## src/rtl/i2c_tuner_pkg.sv

```systemverilog
package i2c_tuner_pkg;
  localparam int BYTE_W = 8;

  typedef enum logic [2:0] {
    PH_IDLE, PH_RX, PH_ACK_SETUP, PH_ACK_OUT, PH_TX, PH_ACK_IN, PH_WAIT
  } phase_t;

  typedef enum logic [1:0] {K_ADDR, K_INDEX, K_DATA} kind_t;

  function automatic logic [BYTE_W-1:0] cfg_default(input int idx);
    case (idx)
      0:       return 8'h80;
      1:       return 8'h23;
      2:       return 8'h02;
      3:       return 8'hF6;
      4:       return 8'h84;
      5:       return 8'h01;
      6:       return 8'h80;
      7:       return 8'hCC;
      8:       return 8'h4B;
      default: return 8'h00;
    endcase
  endfunction
endpackage

```

## src/rtl/i2c_bus_cond.sv

```systemverilog
module i2c_bus_cond #(
  parameter int STAGES = 2
) (
  input  logic clk,
  input  logic rst_n,
  input  logic scl_i,
  input  logic sda_i,
  output logic sda_s,
  output logic scl_rise,
  output logic scl_fall,
  output logic start_det,
  output logic stop_det
);
  logic [1:0] chain [STAGES];
  logic [1:0] prev_q;

  always_ff @(posedge clk or negedge rst_n) begin
    if (!rst_n) chain[0] <= 2'b11;
    else        chain[0] <= {scl_i, sda_i};
  end

  for (genvar s = 1; s < STAGES; s++) begin : g_stage
    always_ff @(posedge clk or negedge rst_n) begin
      if (!rst_n) chain[s] <= 2'b11;
      else        chain[s] <= chain[s-1];
    end
  end

  always_ff @(posedge clk or negedge rst_n) begin
    if (!rst_n) prev_q <= 2'b11;
    else        prev_q <= chain[STAGES-1];
  end

  logic scl_now, sda_now, scl_old, sda_old;
  assign scl_now = chain[STAGES-1][1];
  assign sda_now = chain[STAGES-1][0];
  assign scl_old = prev_q[1];
  assign sda_old = prev_q[0];

  assign sda_s     = sda_now;
  assign scl_rise  = scl_now & ~scl_old;
  assign scl_fall  = ~scl_now & scl_old;
  assign start_det = scl_now & scl_old & sda_old & ~sda_now;
  assign stop_det  = scl_now & scl_old & ~sda_old & sda_now;
endmodule

```

## src/rtl/i2c_byte_engine.sv

```systemverilog
module i2c_byte_engine
  import i2c_tuner_pkg::*;
#(
  parameter int          NUM_CFG = 12,
  parameter logic [5:0]  ADDR_HI = 6'b110000,
  localparam int         IDX_W   = $clog2(NUM_CFG)
) (
  input  logic              clk,
  input  logic              rst_n,
  input  logic              sda_s,
  input  logic              scl_rise,
  input  logic              scl_fall,
  input  logic              start_det,
  input  logic              stop_det,
  input  logic              addr_strap,
  input  logic              por_flag,
  input  logic [6:0]        stat1,
  input  logic [7:0]        stat2,
  output logic              sda_oe,
  output logic              wr_valid,
  output logic [IDX_W-1:0]  wr_idx,
  output logic [7:0]        wr_data,
  output logic              por_clr,
  output logic              rd_seen
);
  localparam logic [7:0] LAST_IDX = 8'(NUM_CFG - 1);

  phase_t     phase;
  kind_t      kind;
  logic [2:0] bitcnt;
  logic [7:0] shreg, txbuf, ptr;
  logic       rw, tx_second, master_ack;
  logic [7:0] byte_in;
  logic [6:0] my_addr;

  assign byte_in = {shreg[6:0], sda_s};
  assign my_addr = {ADDR_HI, addr_strap};

  always_ff @(posedge clk or negedge rst_n) begin
    if (!rst_n) begin
      phase <= PH_IDLE; kind <= K_ADDR; bitcnt <= '0;
      shreg <= '0; txbuf <= '0; ptr <= '0;
      rw <= 1'b0; tx_second <= 1'b0; master_ack <= 1'b0;
      wr_valid <= 1'b0; wr_idx <= '0; wr_data <= '0;
      por_clr <= 1'b0; rd_seen <= 1'b0;
    end else begin
      wr_valid <= 1'b0;
      por_clr  <= 1'b0;
      if (start_det) begin
        phase  <= PH_RX;
        kind   <= K_ADDR;
        bitcnt <= '0;
      end else if (stop_det) begin
        phase   <= PH_IDLE;
        por_clr <= rd_seen;
        rd_seen <= 1'b0;
      end else begin
        unique case (phase)
          PH_RX: if (scl_rise) begin
            shreg  <= byte_in;
            bitcnt <= bitcnt + 3'd1;
            if (bitcnt == 3'd7) begin
              unique case (kind)
                K_ADDR: begin
                  if (byte_in[7:1] == my_addr) begin
                    rw    <= byte_in[0];
                    phase <= PH_ACK_SETUP;
                  end else begin
                    phase <= PH_WAIT;
                  end
                end
                K_INDEX: begin
                  ptr   <= byte_in;
                  kind  <= K_DATA;
                  phase <= PH_ACK_SETUP;
                end
                default: begin
                  if (ptr <= LAST_IDX) begin
                    wr_valid <= 1'b1;
                    wr_idx   <= ptr[IDX_W-1:0];
                    wr_data  <= byte_in;
                  end
                  if (ptr < LAST_IDX) ptr <= ptr + 8'd1;
                  phase <= PH_ACK_SETUP;
                end
              endcase
            end
          end
          PH_ACK_SETUP: if (scl_fall) phase <= PH_ACK_OUT;
          PH_ACK_OUT: if (scl_fall) begin
            bitcnt <= '0;
            if (kind == K_ADDR && rw) begin
              phase     <= PH_TX;
              txbuf     <= {por_flag, stat1};
              tx_second <= 1'b0;
            end else begin
              if (kind == K_ADDR) kind <= K_INDEX;
              phase <= PH_RX;
            end
          end
          PH_TX: if (scl_fall) begin
            if (bitcnt == 3'd7) begin
              phase  <= PH_ACK_IN;
              bitcnt <= '0;
            end else begin
              txbuf  <= {txbuf[6:0], 1'b1};
              bitcnt <= bitcnt + 3'd1;
            end
          end
          PH_ACK_IN: begin
            if (scl_rise) begin
              master_ack <= ~sda_s;
              if (!tx_second) rd_seen <= 1'b1;
            end
            if (scl_fall) begin
              if (master_ack && !tx_second) begin
                txbuf     <= stat2;
                tx_second <= 1'b1;
                phase     <= PH_TX;
              end else begin
                phase <= PH_WAIT;
              end
            end
          end
          default: ;
        endcase
      end
    end
  end

  assign sda_oe = (phase == PH_ACK_OUT) || (phase == PH_TX && !txbuf[7]);
endmodule

```

## src/rtl/i2c_cfg_bank.sv

```systemverilog
module i2c_cfg_bank
  import i2c_tuner_pkg::*;
#(
  parameter  int NUM_CFG = 12,
  localparam int IDX_W   = $clog2(NUM_CFG)
) (
  input  logic                     clk,
  input  logic                     rst_n,
  input  logic                     wr_valid,
  input  logic [IDX_W-1:0]         wr_idx,
  input  logic [7:0]               wr_data,
  input  logic                     por_clr,
  output logic                     por_flag,
  output logic [NUM_CFG*8-1:0]     cfg
);
  for (genvar g = 0; g < NUM_CFG; g++) begin : g_reg
    logic [7:0] q;
    always_ff @(posedge clk or negedge rst_n) begin
      if (!rst_n)                                    q <= cfg_default(g);
      else if (wr_valid && wr_idx == IDX_W'(g))      q <= wr_data;
    end
    assign cfg[g*8 +: 8] = q;
  end

  always_ff @(posedge clk or negedge rst_n) begin
    if (!rst_n)       por_flag <= 1'b1;
    else if (por_clr) por_flag <= 1'b0;
  end
endmodule

```

## src/rtl/i2c_tuner_regs.sv

```systemverilog
module i2c_tuner_regs #(
  parameter  int         NUM_CFG     = 12,
  parameter  int         SYNC_STAGES = 2,
  parameter  logic [5:0] ADDR_HI     = 6'b110000,
  localparam int         IDX_W       = $clog2(NUM_CFG)
) (
  input  logic                 clk,
  input  logic                 rst_n,
  input  logic                 addr_strap_i,
  input  logic                 scl_i,
  input  logic                 sda_i,
  output logic                 sda_oe_o,
  input  logic [6:0]           stat1_i,
  input  logic [7:0]           stat2_i,
  output logic [NUM_CFG*8-1:0] cfg_o,
  output logic                 wr_valid_o,
  output logic [IDX_W-1:0]     wr_idx_o,
  output logic [7:0]           wr_data_o
);
  logic sda_s, scl_rise, scl_fall, start_det, stop_det;
  logic por_flag, por_clr, rd_seen;

  i2c_bus_cond #(.STAGES(SYNC_STAGES)) u_cond (
    .clk(clk), .rst_n(rst_n), .scl_i(scl_i), .sda_i(sda_i),
    .sda_s(sda_s), .scl_rise(scl_rise), .scl_fall(scl_fall),
    .start_det(start_det), .stop_det(stop_det)
  );

  i2c_byte_engine #(.NUM_CFG(NUM_CFG), .ADDR_HI(ADDR_HI)) u_eng (
    .clk(clk), .rst_n(rst_n), .sda_s(sda_s), .scl_rise(scl_rise),
    .scl_fall(scl_fall), .start_det(start_det), .stop_det(stop_det),
    .addr_strap(addr_strap_i), .por_flag(por_flag), .stat1(stat1_i),
    .stat2(stat2_i), .sda_oe(sda_oe_o), .wr_valid(wr_valid_o),
    .wr_idx(wr_idx_o), .wr_data(wr_data_o), .por_clr(por_clr),
    .rd_seen(rd_seen)
  );

  i2c_cfg_bank #(.NUM_CFG(NUM_CFG)) u_bank (
    .clk(clk), .rst_n(rst_n), .wr_valid(wr_valid_o), .wr_idx(wr_idx_o),
    .wr_data(wr_data_o), .por_clr(por_clr), .por_flag(por_flag),
    .cfg(cfg_o)
  );
endmodule

```

## config.mk

```make
export PLATFORM = sky130hd
export DESIGN_NAME = i2c_tuner_regs
export DESIGN_NICKNAME = d
export VERILOG_FILES = /design/src/rtl/i2c_tuner_pkg.sv /design/src/rtl/i2c_bus_cond.sv /design/src/rtl/i2c_byte_engine.sv /design/src/rtl/i2c_cfg_bank.sv /design/src/rtl/i2c_tuner_regs.sv
export SDC_FILE = /design/constraint.sdc
export NUM_CORES = 1
export LEC_CHECK = 0
export ABC_AREA = 1
export BUFFER_PORTS_ARGS = -buffer_cell sky130_fd_sc_hd__clkbuf_2
export CELL_PAD_IN_SITES_DETAIL_PLACEMENT = 1
export CELL_PAD_IN_SITES_GLOBAL_PLACEMENT = 1
export CORE_ASPECT_RATIO = 0.9
export CORE_UTILIZATION = 44
export DETAILED_ROUTE_END_ITERATION = 10
export HOLD_SLACK_MARGIN = 0.15
export PLACE_DENSITY_LB_ADDON = 0.1
export SYNTH_ARGS = -nofsm -noshare
export SYNTH_HDL_FRONTEND = slang
export SYNTH_SLANG_ARGS = --single-unit
export TNS_END_PERCENT = 50
```

## constraint.sdc

```tcl
create_clock -name clk -period 2.55 [get_ports clk]
set_clock_uncertainty 0.1 [all_clocks]
set_input_delay 0.3825 -clock clk [delete_from_list [all_inputs] [get_ports clk]]
set_output_delay 0.3825 -clock clk [all_outputs]
set_load 0.02 [all_outputs]
```

==> metrics, run 1 <==
status=finished clean; Total Power=6.349 mW; PwrDens=804.6 mW/mm^2; DRC viols=0; Max transition margin=0.5873; mux cell area share after synthesis=0; starting density of the core=0.4576; Worst setup EP type=output pin; Yosys cell types=32; CTS sink cnt=152; worst min path class=input pin to flip-flop; ys flop type=dfrtp_1; Max FO, Critical Path=5; clock-pin slew on the worst setup and hold paths=0.07 ns; Top Ports=130; vias after detailed routing=5,509; Die ar.=0.01527 mm^2; Syn Nets=749; post-detail-place hpwl=12.84 mm; Root Buffer=clkbuf_16; peak supply drop=0.5572 mV; YS warnings=0; Placed Instance Area=0.007317 mm^2; commonest non-fill, non-tap cell in the layout=nand2_1; H-tree Lvls=4; first-pass GRT wire length=29.33 mm; RSZ-0062 raised after global routing=false; CTS resizes=0; core area=0.01421 mm^2; largest family of logic cells by synthesized area=simple AND/OR/NAND/NOR gates; sequential share of the synthesized area=0.5907; Lkg Pwr=3.889 nW; die height=117.3 um; Fin. Hold Viols=0; Cell Count, Final, Fillers Out=1,059; Worst Path Buf+Inv=2; fraction of layout cells with a size suffix above 1=0.2725; Avg Cell Area, Syn=8.957 um^2; Achievable Freq=445.8 MHz; Cell Rows=41; initial DRC count=229; Setup CP Type=flip-flop to output pin; compound-cell area share of the yosys netlist=0.1276; die width=130.1 um; clock buffer depth=2; CTS Buf Count=17; routability congestion estimate=0.8493; period utilization=0.8796; most frequent cells in the layout=198 x nand2_1, 128 x clkbuf_2, 122 x dfrtp_1; Final Critical Period=2.243 ns; Area Overhead vs Synth=21.36%; synthesized area=0.006502 mm^2; DRT Wirelength=18.32 mm; DR WL/cell=17.30 um; CP max-delay cell=dfrtp_1; largest net degree at the start of global routing=52; Critical Path Source Type=flip-flop; Post-Route Setup TNS=0 ns; Layout Utilization=0.5553; initial antenna violation count=0; Req. time, crit path=2.07 ns; cells after synthesis=726; ys async rst share=1.000; simple-gate share of the synthesized area=0.2192; CP delay by family, top=flip-flops; Post-synth EDFFs=0; #FFs+latches synth=152; Setup Viol. Count Final=0; Max Cap Viol=0; adder-cell share of the synthesized area=0.005773; crit-path cells=inv_2 -> nor2_1 -> nand2_1 -> o21ai_0 -> clkbuf_2; clk_lat worst skew=0.43 ns; grt ovf=0; Nets=876; DR pass1 iterations=5; post-route ant nets=0; Worst EP arrival=1.76 ns; Ant. Diodes=0; vias in the first global route=5,620; max-slew violations=0; XOR/XNOR Fraction of Synth Area=0.002694; CTS tree=done; number of port buffers=129; gr usage total=0.2554; Avg Vias per Cell=5.202; Worst-Margin Slew=0.6144 ns; max incr delay on CP=0.50 ns; post-layout instance area=0.007891 mm^2; Placed Cells=1,024
## metal layers
metal | routed length [um] | vias up | global-route usage | part of all wire
met5 | 0 | - | 0 | 0
met4 | 293 | 0 | 0.08794 | 0.016
met3 | 670 | 24 | 0.05657 | 0.037
met2 | 9521 | 113 | 0.4405 | 0.52
met1 | 7835 | 2770 | 0.3108 | 0.43
li1 | - | 2602 | - | -
## cell usage after synthesis (all sizes together), types with 2 or more instances
master	count	area share
nand2	205	0.12
dfrtp	122	0.47
o21ai	111	0.095
nor2	72	0.050
inv	57	0.033
nand3	42	0.034
a21oi	38	0.029
dfstp	30	0.12
clkbuf	18	0.010
buf	10	0.010
nand4	6	0.0058
nor3	4	0.0031
ha	3	0.0058
xor2	2	0.0027
## cell families (layout without fill, tap and decap cells)
family                   count (synthesis)  in the layout
XOR/XNOR                                 2              2
adder cells (fa/ha/maj)                  3              3
flip-flops                             152            152
buffers and inverters                   86            226
AND/OR/NAND/NOR                        331            331
AO/OA/AOI/OAI                          152            152
## power breakdown
part | internal [mW] | leakage (nW) | switching (mW)
sequential | 2.59 | 1.98 | 0.142
combinational | 0.397 | 1.64 | 0.885
clock | 1.27 | 0.264 | 1.07
total | 4.25 | 3.89 | 2.10
## sequential cells by signal, summed over array words and instances (netlist names), 2 cells and up
register / flops
u_bank.g.q: 96
u_eng.ptr: 8
u_cond.chain: 3
u_eng.bitcnt: 3
u_eng.wr_idx: 4
u_eng.wr_data: 8
u_eng.phase: 3
u_eng.txbuf: 8
u_eng.kind: 2
u_cond.prev_q: 2
u_eng.shreg: 7
## final cells by class
class                           count  area [um^2]
Tap cell                          193        241.5
Sequential cell                   152         3841
Timing Repair Buffer              136        737.0
Clock inverter                     14        115.1
Fill cell                        1716         6319
Multi-Input combinational cell    488         2310
Inverter                           58        217.7
Clock buffer                       18        429.2
## worst min-delay path, stage by stage
cell	delay, ns
clkbuf_2	0.07
nand2_1	0.04
nand3_1	0.07
nand3_1	0.07
nand2_1	0.06
## through the flow
stage	hold WS (ns)	setup slack (ns)
2_1_floorplan	-0.01309	0.8807
3_3_place_gp	0.2561	0.5465
3_5_place_dp	0.2562	0.4777
4_1_cts	0.2025	0.2628
5_1_grt	0.2262	0.1980
6_report	0.2099	0.3070
## final timing paths
path / slack, ns / end / depth (start not counted) / start
hold reg to reg: 0.26 / u_cond.sda_s$_DFF_PN1_ / 0 / u_cond.chain[2]$_DFF_PN1_
setup reg to reg: 0.47 / u_eng.wr_idx[1]$_DFFE_PN0P_ / 9 / u_cond.prev_q[1]$_DFF_PN1_
setup / recovery: 0.31 / sda_oe_o / 5 / u_eng.phase[1]$_DFFE_PN0P_
min in group asynchronous: 0.39 / u_bank.g_reg[11].q[4]$_DFFE_PN0P_ / 2 / rst_n
max in group asynchronous: 1.21 / u_bank.g_reg[5].q[0]$_DFFE_PN1P_ / 3 / rst_n
hold / removal: 0.21 / u_eng.txbuf[4]$_DFFE_PN0P_ / 5 / stat1_i[4]
## what timing repair did
item                                    CTS  global route
endpoints found under the setup margin    0             0
hold endpoints to repair                 50             0
hold buffers                              3             0
setup buffers                             0             0
Note: power is estimated with default switching activity, not from simulation.
==> inputs of run 2 (changes only) <==
--- a/config.mk
+++ b/config.mk
@@ -14,6 +14,7 @@
 export DETAILED_ROUTE_END_ITERATION = 10
 export HOLD_SLACK_MARGIN = 0.15
 export PLACE_DENSITY_LB_ADDON = 0.1
+export RECOVER_POWER = 100
 export SYNTH_ARGS = -nofsm -noshare
 export SYNTH_HDL_FRONTEND = slang
 export SYNTH_SLANG_ARGS = --single-unit
==> run 2 against run 1 <==
Die area stayed put. Cell area is 2.7% lower. Clock power hardly changed. Largest cell class unchanged.
==> metrics, run 2 (synthesis results as in run 1) <==
gr usage total=0.2554; Top Ports=130; Critical Path Source Type=flip-flop; max-slew violations=0; most frequent cells in the layout=199 x nand2_1, 122 x dfrtp_1, 110 x clkbuf_1; Worst Setup SP=u_eng.phase[1]$_DFFE_PN0P_; Total Power=6.318 mW; Cell Rows=41; clock-pin slew on the worst setup and hold paths=0.07 ns; fraction of layout cells with a size suffix above 1=0.1212; Worst EP arrival=1.86 ns; vias after detailed routing=5,505; Max FO, Critical Path=5; Worst setup EP type=output pin; launch point of the worst reg-to-reg path=u_eng.phase[1]$_DFFE_PN0P_; DRT Wirelength=18.48 mm; DR pass1 iterations=4; Placed Instance Area=0.007317 mm^2; post-route ant nets=0; largest net degree at the start of global routing=52; DR WL/cell=17.45 um; peak supply drop=0.5602 mV; Worst-Margin Slew=1.307 ns; commonest non-fill, non-tap cell in the layout=nand2_1; Fin. Hold Viols=0; Setup Fix Bufs, Post-CTS=0; Cell Count, Final, Fillers Out=1,059; clock buffer depth=2; RSZ-0062 raised after global routing=false; core area=0.01421 mm^2; first-pass GRT wire length=29.33 mm; post-detail-place hpwl=12.84 mm; max FFs per register=96; Setup Viol. Count Final=0; routability congestion estimate=0.8493; PwrDens=822.9 mW/mm^2; post-layout instance area=0.007677 mm^2; Post-Route Setup TNS=0 ns; Max transition margin=0.1286; Setup CP Type=flip-flop to output pin; DRC viols=0; starting density of the core=0.4576; CTS sink cnt=152; clk_lat worst skew=0.43 ns; Max Cap Viol=0; die width=130.1 um; Avg Vias per Cell=5.198; CTS Buf Count=17; initial DRC count=238; Nets=876; Root Buffer=clkbuf_16; vias in the first global route=5,620; period utilization=0.9170; H-tree Lvls=4; initial antenna violation count=0; Ant. Diodes=0; Top reg by flops=u_bank.g.q; Area Overhead vs Synth=18.07%; Req. time, crit path=2.07 ns; number of port buffers=129; Placed Cells=1,024; min-delay src=stat2_i[3]; worst min path class=input pin to flip-flop; Die ar.=0.01527 mm^2; Hold WS=0.2060 ns; Achievable Freq=427.7 MHz; Lkg Pwr=3.487 nW; status=finished clean; CTS resizes=0; Final Critical Period=2.338 ns; grt ovf=0; die height=117.3 um; CTS tree=done
==> run 2: changes by cell type in the layout (fill, tap and decap cells not counted), moves of 5 or more <==
cell / before / now
nor2_2: 7 / 2
o21ai_2: 14 / 2
clkbuf_2: 128 / 21
clkbuf_1: 1 / 110
o21ai_1: 9 / 4
o21ai_0: 87 / 104
nor2_1: 61 / 66
==> run 2: where the power goes <==
group          leakage (nW)  internal [mW]  switching [mW]  total, mW
logic                  1.24          0.383           0.862       1.24
clock network         0.264           1.27            1.08       2.35
registers              1.98           2.59           0.139       2.73
==> run 2: cell type report <==
type / count / area [um^2]
clock buffers: 18 / 429.2
clock inverters: 14 / 115.1
fillers: 1781 / 6533
inverters: 58 / 217.7
multi-input cells: 488 / 2241
flip-flops and latches: 152 / 3841
well taps: 193 / 241.5
repair buffers: 136 / 591.8
==> run 2: metrics by stage <==
stage               setup WS, ns  utilization
floorplan                 0.8807            -
global placement          0.5465       0.5149
detailed placement        0.4777       0.5149
CTS                       0.2628       0.5553
global route              0.1071       0.5403
finish                    0.2117       0.5403
==> run 2: final timing paths <==
kind	endpoint	slack, ns	cells past startpoint
hold reg to reg	u_cond.sda_s$_DFF_PN1_	0.27	0
hold / removal	u_eng.txbuf[3]$_DFFE_PN0P_	0.21	5
min in group asynchronous	u_bank.g_reg[2].q[6]$_DFFE_PN0P_	0.69	2
setup reg to reg	u_eng.txbuf[6]$_DFFE_PN0P_	0.28	9
max in group asynchronous	u_bank.g_reg[5].q[0]$_DFFE_PN1P_	0.42	3
setup / recovery	sda_oe_o	0.21	5
==> run 2: routing by layer <==
layer	vias up	track usage	wire length (um)
met1	2759	0.3108	7941
met5	-	0	0
met4	0	0.08794	304
met3	25	0.05657	740
li1	2607	-	-
met2	114	0.4405	9490
==> run 2: timing repair <==
action,4_1_cts,5_1_grt
hold buffers,3,0
endpoints found under the setup margin,0,0
hold endpoints to repair,50,0
==> run 2: critical path, stage by stage, from the launching register on <==
cell      delay (ns)
dfrtp_1         0.50
inv_1           0.19
nor2_1          0.17
nand2_1         0.20
o21ai_0         0.17
clkbuf_2        0.21
